### src/rtl/lcd_mod_pkg.sv
package lcd_mod_pkg;
  localparam int unsigned RATE_W_DEF = 8;
  localparam int unsigned SYNC_STAGES_DEF = 2;
endpackage

### src/rtl/lcd_mod_rstsync.sv
module lcd_mod_rstsync #(
  parameter int unsigned STAGES = 2
) (
  input  logic clk,
  input  logic rst_n,
  output logic rst_sync_n
);
  logic [STAGES-1:0] chain_q;
  logic [STAGES-1:0] chain_d;

  always_comb begin
    chain_d = {chain_q[STAGES-2:0], 1'b1};
  end

  always_ff @(posedge clk or negedge rst_n) begin
    if (!rst_n) chain_q <= '0;
    else        chain_q <= chain_d;
  end

  assign rst_sync_n = chain_q[STAGES-1];
endmodule

### src/rtl/lcd_mod_evt.sv
module lcd_mod_evt #(
  parameter int unsigned RATE_W = 8
) (
  input  logic              line_pulse,
  input  logic              first_line,
  input  logic              row_edge,
  input  logic [RATE_W-1:0] rate_act,
  output logic              frame_ev,
  output logic              edge_ev,
  output logic              zero_mode
);
  always_comb begin
    frame_ev  = line_pulse & first_line;
    zero_mode = (rate_act == '0);
    // frame restart outranks a coincident row strobe
    edge_ev   = row_edge & ~zero_mode & ~frame_ev;
  end
endmodule

### src/rtl/lcd_mod_rowcnt.sv
module lcd_mod_rowcnt #(
  parameter int unsigned RATE_W = 8
) (
  input  logic              clk,
  input  logic              rst_n,
  input  logic              frame_ev,
  input  logic              edge_ev,
  input  logic [RATE_W-1:0] rate_act,
  output logic              hit,
  output logic [RATE_W-1:0] cnt
);
  localparam int unsigned EXT_W = RATE_W + 1;

  logic [RATE_W-1:0] cnt_q;
  logic [RATE_W-1:0] cnt_d;
  logic              cnt_en;
  logic [EXT_W-1:0]  cnt_inc;

  always_comb begin
    cnt_inc = {1'b0, cnt_q} + EXT_W'(1);
    hit     = edge_ev & (cnt_inc == {1'b0, rate_act});
    cnt_en  = frame_ev | edge_ev;
    if (frame_ev || hit) cnt_d = '0;
    else                 cnt_d = cnt_inc[RATE_W-1:0];
  end

  always_ff @(posedge clk or negedge rst_n) begin
    if (!rst_n)      cnt_q <= '0;
    else if (cnt_en) cnt_q <= cnt_d;
  end

  assign cnt = cnt_q;
endmodule

### src/rtl/lcd_mod_gen.sv
module lcd_mod_gen #(
  parameter int unsigned RATE_W      = lcd_mod_pkg::RATE_W_DEF,
  parameter int unsigned SYNC_STAGES = lcd_mod_pkg::SYNC_STAGES_DEF
) (
  input  logic              clk,
  input  logic              rst_n,
  input  logic              line_pulse_i,
  input  logic              first_line_i,
  input  logic              row_edge_i,
  input  logic [RATE_W-1:0] rate_i,
  output logic              mod_o
);
  logic              rst_sync_n;
  logic              frame_ev;
  logic              edge_ev;
  logic              zero_mode;
  logic              row_hit;
  logic [RATE_W-1:0] row_cnt;
  logic [RATE_W-1:0] rate_q;
  logic [RATE_W-1:0] rate_d;
  logic              rate_en;
  logic              mod_q;
  logic              mod_d;
  logic              toggle;

  lcd_mod_rstsync #(.STAGES(SYNC_STAGES)) u_rst (
    .clk        (clk),
    .rst_n      (rst_n),
    .rst_sync_n (rst_sync_n)
  );

  lcd_mod_evt #(.RATE_W(RATE_W)) u_evt (
    .line_pulse (line_pulse_i),
    .first_line (first_line_i),
    .row_edge   (row_edge_i),
    .rate_act   (rate_q),
    .frame_ev   (frame_ev),
    .edge_ev    (edge_ev),
    .zero_mode  (zero_mode)
  );

  lcd_mod_rowcnt #(.RATE_W(RATE_W)) u_cnt (
    .clk      (clk),
    .rst_n    (rst_sync_n),
    .frame_ev (frame_ev),
    .edge_ev  (edge_ev),
    .rate_act (rate_q),
    .hit      (row_hit),
    .cnt      (row_cnt)
  );

  always_comb begin
    toggle  = (zero_mode & frame_ev) | row_hit;
    mod_d   = ~mod_q;
    rate_en = frame_ev | toggle;
    rate_d  = rate_i;
  end

  always_ff @(posedge clk or negedge rst_sync_n) begin
    if (!rst_sync_n) mod_q <= 1'b0;
    else if (toggle) mod_q <= mod_d;
  end

  always_ff @(posedge clk or negedge rst_sync_n) begin
    if (!rst_sync_n)  rate_q <= '0;
    else if (rate_en) rate_q <= rate_d;
  end

  assign mod_o = mod_q;
endmodule

### config.mk
export PLATFORM = sky130hd
export DESIGN_NAME = lcd_mod_gen
export DESIGN_NICKNAME = d
export VERILOG_FILES = /design/src/rtl/lcd_mod_pkg.sv /design/src/rtl/lcd_mod_rstsync.sv /design/src/rtl/lcd_mod_evt.sv /design/src/rtl/lcd_mod_rowcnt.sv /design/src/rtl/lcd_mod_gen.sv
export SDC_FILE = /design/constraint.sdc
export NUM_CORES = 1
export LEC_CHECK = 0
export BUFFER_PORTS_ARGS = -buffer_cell sky130_fd_sc_hd__clkbuf_2
export CORE_ASPECT_RATIO = 0.75
export CORE_MARGIN = 3
export CORE_UTILIZATION = 45
export DETAILED_ROUTE_END_ITERATION = 12
export MAX_ROUTING_LAYER = met4
export SYNTH_ARGS = -nofsm -noshare
export SYNTH_HDL_FRONTEND = slang
export SYNTH_SLANG_ARGS = --single-unit
### constraint.sdc
create_clock -name clk -period 1.7 [get_ports clk]
set_input_delay 0.085 -clock clk [delete_from_list [all_inputs] [get_ports clk]]
set_output_delay 0.085 -clock clk [all_outputs]
set_load 0.01 [all_outputs]
==> flow_metrics.env <==
export IMPL_relSlewSlack_pct=50.97
export IMPL_yosysSeqAreaShare_pct=43.23
export IMPL_synthArstFlopShare_pct=100.0
export IMPL_outcome="finished, violations left"
export IMPL_dp_cells=164
export IMPL_dp_hpwl_mm=1.655
export IMPL_rows=14
export IMPL_p_per_area_nw_per_um2=773.5
export IMPL_ant_nets=0
export IMPL_core_area_um2=2155
export IMPL_layout_drive_gt1_share_pct=46.98
export IMPL_min_period_over_period_pct=117.5
export IMPL_path_clk_slew_ps=110
export IMPL_startpoint_type="register"
export IMPL_clock_sinks=19
export IMPL_syn2layout_area_growth_pct=42.66
export IMPL_grt_overflow_total=0
export IMPL_dp_slack_ps=-316.2
export IMPL_cts_tree="done"
export IMPL_cts_path_max_buffers=2
export IMPL_first_global_vias=848
export IMPL_final_cells=181
export IMPL_die_w_um=63.09
export IMPL_p_leak_nw=0.6961
export IMPL_syn_inst=100
export IMPL_wl_per_cell_um=13.09
export IMPL_cts_buffers=3
export IMPL_fp_dieArea_um2=3079
export IMPL_ioPinCount=14
export IMPL_violations="negative setup slack"
export IMPL_end_kind="register"
export IMPL_slew_viol_final=0
export IMPL_antenna_found_initial=0
export IMPL_grt_pass1_wl_mm=3.926
export IMPL_viasPerCell=5.055
export IMPL_hp_class="input port to register"
export IMPL_root_buffer="clkbuf_4"
export IMPL_worst_clock_skew_ps=3.754
export IMPL_critPathKind="register to register"
export IMPL_period_needed_ps=1998
export IMPL_nets=164
export IMPL_layout_common_cells="26 x buf_4, 17 x dfrtp_1, 13 x clkbuf_2"
export IMPL_holdPathStages=2
export IMPL_diodes=0
export IMPL_drt_total_wl_mm=2.369
export IMPL_rr_worst_depth=7
export IMPL_clkLatencyLatePin_ps=300
export IMPL_max_freq_mhz=500.5
export IMPL_port_buffers=13
export IMPL_remaining_drc_errors=0
export IMPL_final_common_cell="buf_4"
export IMPL_ys_flop_type="dfrtp_1"
export IMPL_yosys_cell_types_count=39
export IMPL_htreeDepth=1
export IMPL_synth_seq_cells=19
export IMPL_drv_cap=0
export IMPL_synth_edf_count=0
export IMPL_vias=915
export IMPL_start_util_pct=51.05
export IMPL_grt_max_degree=18
export IMPL_layout_setup_ws_ps=-297.9
export IMPL_yosysWarnings=0
export IMPL_timing_final_setup_violations=17
export IMPL_synth_area_um2=1100
export IMPL_synth_fp_nets=114
export IMPL_ir_drop_v=0.0005258
export IMPL_drt_pass1_iterations=4
export IMPL_fin_tns_setup_ps=-3682
export IMPL_required_ps=1900
export IMPL_finalHoldViolations=0
export IMPL_drtIter0Drc=63
export IMPL_worst_slew_pin_slew_ps=735.4
export IMPL_gp_congestion=0.8090
export IMPL_grtUsageTotal_pct=16.97
export IMPL_fp_dieH_um=48.82
export IMPL_crit_fanout=9
export IMPL_worstPathArrival_ps=2190
export IMPL_rsz0062_at_grt="yes"
export IMPL_postSynthAreaPerCell_um2=11.00
-- per-layer routing --
metal / track usage, % / part of all wire [%] / vias up
met5: - / 0 / -
met4: 3.297 / 0.42 / 0
met3: 4.839 / 4.7 / 2
met2: 25.04 / 45 / 26
met1: 23.33 / 50 / 425
li1: - / - / 462
-- area by class of cell --
class | count | area [µm²]
Multi-Input combinational cell | 76 | 645.6
Fill cell | 151 | 585.6
Sequential cell | 19 | 478.0
Timing Repair Buffer | 49 | 371.6
Tap cell | 32 | 40.04
Clock buffer | 3 | 22.52
Clock inverter | 1 | 7.507
Inverter | 1 | 3.754
-- cell usage after synthesis, types with 2 or more instances --
cell	n	area, µm²
a21oi_1	3	15.01
buf_2	2	10.01
dfrtp_1	19	475.5
mux2_2	4	45.04
mux2_4	5	75.07
nand2_1	4	15.01
nand3_1	6	30.03
nor2_1	7	26.28
nor3_1	2	10.01
o21ai_4	2	32.53
o31ai_1	3	22.52
or3_1	2	12.51
or4_1	2	15.01
xnor2_1	9	78.83
xor2_1	6	52.55
-- worst max-delay path, cell delays in order, from the launching register on --
cell and delay [ps]:
dfrtp_1 410, buf_4 150, nand4_1 180, nor4_1 400
a21oi_2 100, o21ai_4 180, buf_12 150, mux2_2 330
-- state kept, by name, summed over array words and instances (netlist names) --
| name | count |
|---|---|
| rate_q | 8 |
| u_cnt.cnt | 8 |
| u_rst.chain_q | 2 |
| mod_o | 1 |
-- kinds of logic (layout without fill, tap and decap cells) --
family,after synthesis,after routing,synth area share (%)
other,1,1,0.3410
adder cells (fa/ha/maj),1,1,1.137
flip-flops,19,19,43.23
XOR/XNOR,15,15,11.95
buffers and inverters,5,54,2.616
AND/OR/NAND/NOR,34,34,17.41
multiplexers,10,10,11.83
AO/OA/AOI/OAI,15,15,11.49
-- power by group --
part	leakage, nW	internal, mW	switching, mW
clock network	0.0139	0.0896	0.145
logic	0.446	0.246	0.168
registers	0.236	0.510	0.0544
-- per-stage QoR --
step	power (mW)	util, %	cell area (µm²)	hold WS, ps
2_1_floorplan	0.7850	-	1125	-210.6
3_3_place_gp	0.9346	64.52	1390	-130.6
3_5_place_dp	0.9432	64.52	1390	-127.1
4_1_cts	1.222	72.13	1554	1.187
5_1_grt	1.292	72.82	1569	0.3783
6_report	1.214	72.82	1569	15.81
-- path summary, 6_finish.rpt --
path	from	endpoint	slack (ps)
max	u_cnt.cnt[1]	rate_q[1]	-300
min	rate_i[0]	rate_q[0]	20
max reg2reg	u_cnt.cnt[1]	rate_q[1]	-300
min reg2reg	u_rst.chain_q[1]	u_cnt.cnt[4]	310
max in group asynchronous	u_rst.chain_q[1]	u_cnt.cnt[0]	890
min in group asynchronous	rst_n	u_rst.chain_q[0]	90
-- timing repair --
action,CTS,global route
gates cloned,0,0
pin swaps,2,0
setup buffers,3,2
hold endpoints to repair,9,0
gates resized for setup,7,0
hold buffers,8,0
setup endpoints to repair,17,17
No activity file was read; power rests on OpenSTA's default activity.
